File: config.mk
export PLATFORM = sky130hd
export DESIGN_NAME = irr_resolver
export DESIGN_NICKNAME = d
export VERILOG_FILES = /design/src/rtl/irr_pkg.sv /design/src/rtl/irr_row_pointer.sv /design/src/rtl/irr_regfile.sv /design/src/rtl/irr_chain_ctrl.sv /design/src/rtl/irr_resolver.sv
export SDC_FILE = /design/constraint.sdc
export NUM_CORES = 1
export LEC_CHECK = 0
export BUFFER_PORTS_ARGS = -buffer_cell sky130_fd_sc_hd__buf_2
export CORE_UTILIZATION = 46
export DETAILED_ROUTE_END_ITERATION = 16
export GPL_TIMING_DRIVEN = 1
export HOLD_SLACK_MARGIN = 0.15
export RECOVER_POWER = 100
export SLEW_MARGIN = 20
export SYNTH_ARGS = -nofsm -noshare
export SYNTH_HDL_FRONTEND = slang
export SYNTH_SLANG_ARGS = --single-unit
File: constraint.sdc
create_clock -name clk -period 6.8 [get_ports clk]
set_input_delay 1.36 -clock clk [delete_from_list [all_inputs] [get_ports clk]]
set_output_delay 1.36 -clock clk [all_outputs]
set_load 0.01 [all_outputs]
File: src/rtl/irr_pkg.sv
package irr_pkg;

    // Default widths shared by the resolver and its sub-blocks.
    localparam int unsigned DEF_MET_W      = 16;
    localparam int unsigned DEF_TM_W       = 8;
    localparam int unsigned DEF_MAX_STATES = 8;

    // Decoded tag bundle of a fetched state.
    typedef struct packed {
        logic nan;
        logic phon_start;
        logic irreg;
    } state_tag_t;

    // Phase of the irregular chain controller.
    typedef enum logic {
        SEQ_IDLE  = 1'b0,
        SEQ_CHAIN = 1'b1
    } seq_state_e;

endpackage

File: src/rtl/irr_row_pointer.sv
module irr_row_pointer #(
    parameter int DEPTH = 5
) (
    input  logic             clk,
    input  logic             rst,
    input  logic             step,
    input  logic             phon_start,
    output logic [DEPTH-1:0] row_lines
);
    localparam logic [DEPTH-1:0] HEAD = {1'b1, {(DEPTH-1){1'b0}}};

    // Shift register: leftmost stage is row 0.
    logic [DEPTH-1:0] ptr_q;
    logic [DEPTH-1:0] ptr_next;

    always_comb begin
        if (phon_start) ptr_next = HEAD;
        else            ptr_next = ptr_q >> 1;
    end

    always_ff @(posedge clk) begin
        if (rst)       ptr_q <= '0;
        else if (step) ptr_q <= ptr_next;
    end

    // Map shift-register stages onto row-ordered word lines.
    for (genvar k = 0; k < DEPTH; k++) begin : g_lines
        assign row_lines[k] = step & ptr_next[DEPTH-1-k];
    end

    AST_PTR_ONEHOT: assert property (@(posedge clk) disable iff (rst)
        $onehot0(ptr_q));

    AST_START_ROW0: assert property (@(posedge clk) disable iff (rst)
        (step && phon_start) |=> ptr_q == HEAD);

endmodule

File: src/rtl/irr_regfile.sv
module irr_regfile #(
    parameter int DEPTH = 5,
    parameter int MET_W = 16,
    parameter int IDX_W = 3
) (
    input  logic             clk,
    input  logic             rst,
    input  logic [DEPTH-1:0] row_lines,
    input  logic [MET_W-1:0] wr_metric,
    input  logic             wr_number,
    input  logic [IDX_W-1:0] rd_idx,
    output logic [MET_W-1:0] rd_metric,
    output logic             rd_full
);
    logic [DEPTH-1:0]            full_q;
    logic [DEPTH-1:0][MET_W-1:0] metric_q;

    // Write port: a row updates only when its word line is high.
    always_ff @(posedge clk) begin
        if (rst) begin
            full_q <= '0;
        end else begin
            for (int k = 0; k < DEPTH; k++) begin
                if (row_lines[k]) begin
                    full_q[k] <= wr_number;
                    if (wr_number) metric_q[k] <= wr_metric;
                end
            end
        end
    end

    // Read port: asynchronous, sees the contents before this edge.
    always_comb begin
        rd_metric = '0;
        rd_full   = 1'b0;
        for (int k = 0; k < DEPTH; k++) begin
            if (rd_idx == IDX_W'(k)) begin
                rd_metric = metric_q[k];
                rd_full   = full_q[k];
            end
        end
    end

    AST_WL_ONEHOT: assert property (@(posedge clk) disable iff (rst)
        $onehot0(row_lines));

    AST_HOLD_IDLE: assert property (@(posedge clk) disable iff (rst)
        (row_lines == '0) |=> $stable(full_q));

endmodule

File: src/rtl/irr_chain_ctrl.sv
module irr_chain_ctrl
    import irr_pkg::*;
#(
    parameter int MET_W = 16,
    parameter int TM_W  = 8
) (
    input  logic             clk,
    input  logic             rst,
    input  logic             accept_irreg,
    input  logic             accept_reg,
    input  logic [MET_W-1:0] reg_result,
    input  logic [TM_W-1:0]  irr_metric,
    input  logic             irr_cont,
    input  logic [MET_W-1:0] rd_metric,
    input  logic             rd_full,
    output logic             busy,
    output logic             irr_inc,
    output logic             out_valid,
    output logic [MET_W-1:0] out_metric
);
    localparam logic [MET_W-1:0] SAT_MAX = '1;

    seq_state_e       seq_q;
    logic [MET_W-1:0] acc_q;
    logic [MET_W:0]   raw_sum;
    logic [MET_W-1:0] cand;
    logic [MET_W-1:0] base;
    logic [MET_W-1:0] best;

    assign busy    = (seq_q == SEQ_CHAIN);
    assign irr_inc = busy | accept_irreg;

    // Saturating add of stored predecessor and transition metric.
    always_comb begin
        raw_sum = {1'b0, rd_metric} + (MET_W+1)'(irr_metric);
        cand    = raw_sum[MET_W] ? SAT_MAX : raw_sum[MET_W-1:0];
        base    = busy ? acc_q : reg_result;
        best    = (rd_full && cand > base) ? cand : base;
    end

    always_ff @(posedge clk) begin
        if (rst) begin
            seq_q      <= SEQ_IDLE;
            acc_q      <= '0;
            out_valid  <= 1'b0;
            out_metric <= '0;
        end else begin
            out_valid <= 1'b0;
            if (busy) begin
                acc_q <= best;
                if (!irr_cont) begin
                    seq_q      <= SEQ_IDLE;
                    out_valid  <= 1'b1;
                    out_metric <= best;
                end
            end else if (accept_irreg) begin
                if (irr_cont) begin
                    seq_q <= SEQ_CHAIN;
                    acc_q <= best;
                end else begin
                    out_valid  <= 1'b1;
                    out_metric <= best;
                end
            end else if (accept_reg) begin
                out_valid  <= 1'b1;
                out_metric <= reg_result;
            end
        end
    end

    AST_STALL_CONSUMES: assert property (@(posedge clk) disable iff (rst)
        busy |-> irr_inc);

    AST_RELEASE_AFTER_LAST: assert property (@(posedge clk) disable iff (rst)
        (busy && !irr_cont) |=> (out_valid && !busy));

    AST_NO_OUT_IN_CHAIN: assert property (@(posedge clk) disable iff (rst)
        (accept_irreg && irr_cont) |=> (busy && !out_valid));

    AST_REG_PASS: assert property (@(posedge clk) disable iff (rst)
        accept_reg |=> (out_valid && out_metric == $past(reg_result)));

    AST_NO_OVERFLOW: assert property (@(posedge clk) disable iff (rst)
        cand >= rd_metric);

endmodule

File: src/rtl/irr_resolver.sv
module irr_resolver
    import irr_pkg::*;
#(
    parameter int MET_W      = DEF_MET_W,
    parameter int TM_W       = DEF_TM_W,
    parameter int MAX_STATES = DEF_MAX_STATES,
    parameter int IDX_W      = $clog2(MAX_STATES)
) (
    input  logic             clk,
    input  logic             rst,
    input  logic             fetch_valid,
    input  logic [MET_W-1:0] fetch_metric,
    input  logic             tag_nan,
    input  logic             tag_phon_start,
    input  logic             tag_irreg,
    input  logic [MET_W-1:0] reg_result,
    input  logic [TM_W-1:0]  irr_metric,
    input  logic             irr_cont,
    input  logic [IDX_W-1:0] irr_pred,
    output logic             irr_inc,
    output logic             stall_reg,
    output logic             out_valid,
    output logic [MET_W-1:0] out_metric
);
    localparam int DEPTH = MAX_STATES - 3;

    state_tag_t       tag;
    logic             busy;
    logic             accept;
    logic [DEPTH-1:0] row_lines;
    logic [MET_W-1:0] rd_metric;
    logic             rd_full;

    assign tag       = '{nan: tag_nan, phon_start: tag_phon_start, irreg: tag_irreg};
    assign accept    = fetch_valid & ~busy;
    assign stall_reg = busy;

    irr_row_pointer #(.DEPTH(DEPTH)) u_ptr (
        .clk        (clk),
        .rst        (rst),
        .step       (accept),
        .phon_start (tag.phon_start),
        .row_lines  (row_lines)
    );

    irr_regfile #(.DEPTH(DEPTH), .MET_W(MET_W), .IDX_W(IDX_W)) u_rf (
        .clk       (clk),
        .rst       (rst),
        .row_lines (row_lines),
        .wr_metric (fetch_metric),
        .wr_number (~tag.nan),
        .rd_idx    (irr_pred),
        .rd_metric (rd_metric),
        .rd_full   (rd_full)
    );

    irr_chain_ctrl #(.MET_W(MET_W), .TM_W(TM_W)) u_ctrl (
        .clk          (clk),
        .rst          (rst),
        .accept_irreg (accept & tag.irreg),
        .accept_reg   (accept & ~tag.irreg),
        .reg_result   (reg_result),
        .irr_metric   (irr_metric),
        .irr_cont     (irr_cont),
        .rd_metric    (rd_metric),
        .rd_full      (rd_full),
        .busy         (busy),
        .irr_inc      (irr_inc),
        .out_valid    (out_valid),
        .out_metric   (out_metric)
    );

    AST_STALL_BLOCKS_ROWS: assert property (@(posedge clk) disable iff (rst)
        stall_reg |-> (row_lines == '0));

    AST_IDLE_NO_INC: assert property (@(posedge clk) disable iff (rst)
        (!stall_reg && !(fetch_valid && tag_irreg)) |-> !irr_inc);

endmodule

==> key figures <==
Floorplan
  – Die H: 120 um
  – Row Count: 42
  – Initial Util: 47.9%
  – Die area: 14400 um2
  – Die X: 120 um
  – Core ar.: 13400 um2
  – Num ports: 69

Global routing
  – Global route total overflow: 0
  – First-pass GRT wire length: 24.8 mm
  – Total GRT Usage: 22.8%
  – Initial antenna violation count: 0
  – Via count of the first global-routing pass: 4734
  – Largest net degree at the start of global routing: 37

Placement
  – PortBufs: 68
  – Hpwl dp: 11.0 mm
  – Placed cells: 791
  – Pre-CTS setup slack: 0.232 ns
  – Gp weighted congestion: 0.833

Clock tree
  – Clock Latency Late Sink: 0.41 ns
  – Worst-path clk slew: 0.05 ns
  – Root buf cell: clkbuf_16
  – CTS resizes: 0
  – Clk sink count: 123
  – CTS H-tree lvls: 4
  – Post-CTS Hold Buffers: 0
  – Post-CTS Setup Bufs: 0
  – Bufs on Longest Clock Path: 2
  – TritonCTS clock tree: yes
  – CTS Buf Count: 17

Worst setup path
  – Required @ worst endpoint: 7.11 ns
  – Arrival @ worst endpoint: 6.59 ns
  – Worst path max stage delay: 0.55 ns
  – Bufs and invs on worst path: 3
  – Crit path max-delay family: compound AO/OA/AOI/OAI gates
  – Crit end category: flip-flop
  – Critical path's slowest cell: mux4_2
  – Max FO, Critical Path: 9
  – Worst setup SP type: input pin
  – Critical path type: in -> reg
  – CP cell instances: buf_2 > mux4_2 > inv_1 > o21ai_0 > ha_1 > a21oi_1 > o2111ai_1 > a31oi_1 > nor3_1 > a2111oi_2 > nand2_1 > ha_1 > a211o_1 > o211ai_1 > a31oi_1 > a211oi_1 > or2_1 > clkbuf_1 > a21oi_1 > o41ai_1

Synth
  – Synth Flop Type: edfxtp_1
  – Post-synthesis async set-or-reset flop share: 0%
  – Multiplexer area fraction after synthesis: 8.31%
  – #FFs+latches synth: 123
  – Post-Syn Area: 6410 um2
  – Syn Inst Count: 564
  – EDFF count, synth: 80
  – Post-synth net total: 639
  – Register area share after synthesis: 50.9%
  – Syn. warnings: 0
  – Complex-gate fraction of the synthesized area: 18.1%
  – Yosys cell types: 73
  – XOR/XNOR share of the synthesized area: 1.50%
  – Synth Area in Simple Gates: 12.3%
  – Largest family of logic cells by synthesized area: compound AO/OA/AOI/OAI gates
  – Avg Cell Area, Syn: 11.4 um2
  – Post-Synth Adder-Cell Area: 4.99%

Route
  – Routed WL per cell: 19.1 um
  – Antenna viol nets, final: 0
  – Drt total wl: 15.7 mm
  – Vias per cell: 5.87
  – # DRC: 0
  – Via count: 4823
  – Drt pass-1 iters: 5
  – Starting DRC count in detailed routing: 315

STA
  – Slew margin rel.: -80.9%
  – Max-slew violation count: 81
  – Final hold violation count: 0
  – Clk_skew: 0.00796 ns
  – Max Freq: 0.159 GHz
  – Setup WS post-layout: 0.521 ns
  – Share of the clock period used by the worst path: 92.3%
  – Final setup violation count: 0
  – Worst slew pin tran: 2.69 ns
  – Tmin final: 6.28 ns
  – RSZ-0062 raised after global routing: false
  – WHS: 0.453 ns
  – Setup TNS Final: 0 ns

Run
  – Max Cap Viol: 3

Status
  – Failing checks: max-capacitance violations, max-slew violations
  – Status: finished with violations

Pwr
  – Peak VDD IR: 0.204 mV
  – Power per cell area: 258 nW/um2
  – Power Total: 1.90 mW
  – Lkg Pwr: 2.68 nW

Cells and area
  – Antenna Cells: 0
  – Most frequent cells in the layout: edfxtp_1, nor2_1, dfxtp_1, clkbuf_1
  – Nets: 709
  – Area growth syn-to-layout: 14.8%
  – Share of cells above drive strength 1: 15.5%
  – Final std cells w/o fill: 821
  – Commonest non-fill, non-tap cell in the layout: edfxtp_1

Worst hold path
  – Hold WC Path Type: reg -> reg
report_power, final:
group | switching, mW | leakage (nW) | internal, mW
logic | 0.155 | 1.36 | 0.0979
clock network | 0.328 | 0.249 | 0.496
registers | 0.0104 | 1.07 | 0.814
total | 0.493 | 2.68 | 1.41
sequential cells by signal, summed over array words and instances, names as in the netlist:
name,flops
u_rf.metric_q,80
u_ctrl.acc_q,16
u_ctrl.out_metric,16
u_rf.full_q,5
u_ptr.ptr_q,4
u_ctrl.busy,1
u_ctrl.out_valid,1
tightest hold or removal path, cell delays in order, from the launching register on:
cell and delay (ns):
dfxtp_1 0.30, nand2_1 0.05, a21oi_1 0.05
metal layers:
layer	part of all wire [%]	track usage, %	vias to the layer above	wire length, um
li1	-	-	2324	-
met1	45	28.4	2332	7060
met2	48	38.0	140	7600
met3	4.5	5.09	27	700
met4	2.3	9.69	0	366
met5	0	0	-	0
layout make-up:
class,instances,area (um2)
clock buffers,19,433
clock inverters,11,100
fillers,1203,6040
inverters,20,75.1
multi-input cells,390,2880
flip-flops and latches,123,3260
well taps,176,220
repair buffers,82,394
logic make-up (layout without fill, tap and decap cells):
family / count (synthesis) / count (layout)
adders and majority gates: 25 / 25
AOI/OAI and AO/OA: 157 / 157
buffers and inverters: 51 / 132
muxes: 43 / 43
and+or+nand+nor: 154 / 154
xor gates and xnor gates: 11 / 11
DFF: 123 / 123
cells in the mapped netlist, types with 7 or more instances:
library cell / n / area, um2
mux2i_1: 33 / 330
nor3_1: 9 / 45.0
o21ai_0: 25 / 125
inv_1: 20 / 75.1
and2_1: 7 / 43.8
buf_2: 7 / 35.0
a22oi_1: 10 / 75.1
a21oi_1: 27 / 135
a31oi_1: 9 / 56.3
dfxtp_1: 43 / 861
clkbuf_1: 15 / 56.3
nor2_1: 49 / 184
nand2_1: 29 / 109
nand3_1: 21 / 105
mux4_2: 8 / 180
ha_1: 24 / 300
edfxtp_1: 80 / 2400
o221ai_1: 9 / 78.8
path summary, 6_finish.rpt:
path / slack, ns / from / endpoint / cells past startpoint
setup / recovery: 0.52 / irr_pred[0] / u_ctrl.out_metric[10] / 20
hold reg to reg: 0.45 / u_ctrl.acc_q[8] / u_ctrl.acc_q[8] / 2
hold / removal: 0.45 / u_ctrl.acc_q[8] / u_ctrl.acc_q[8] / 2
setup reg to reg: 1.51 / u_rf.metric_q[49] / u_ctrl.out_metric[10] / 19
per-stage QoR:
step / area (um2) / utilization, %
6_report: 7360 / 54.9
4_1_cts: 7440 / 55.5
3_3_place_gp: 6910 / 51.6
2_1_floorplan: 6410 / -
5_1_grt: 7360 / 54.9
3_5_place_dp: 6910 / 51.6
Power figures use the tool's default switching activity.
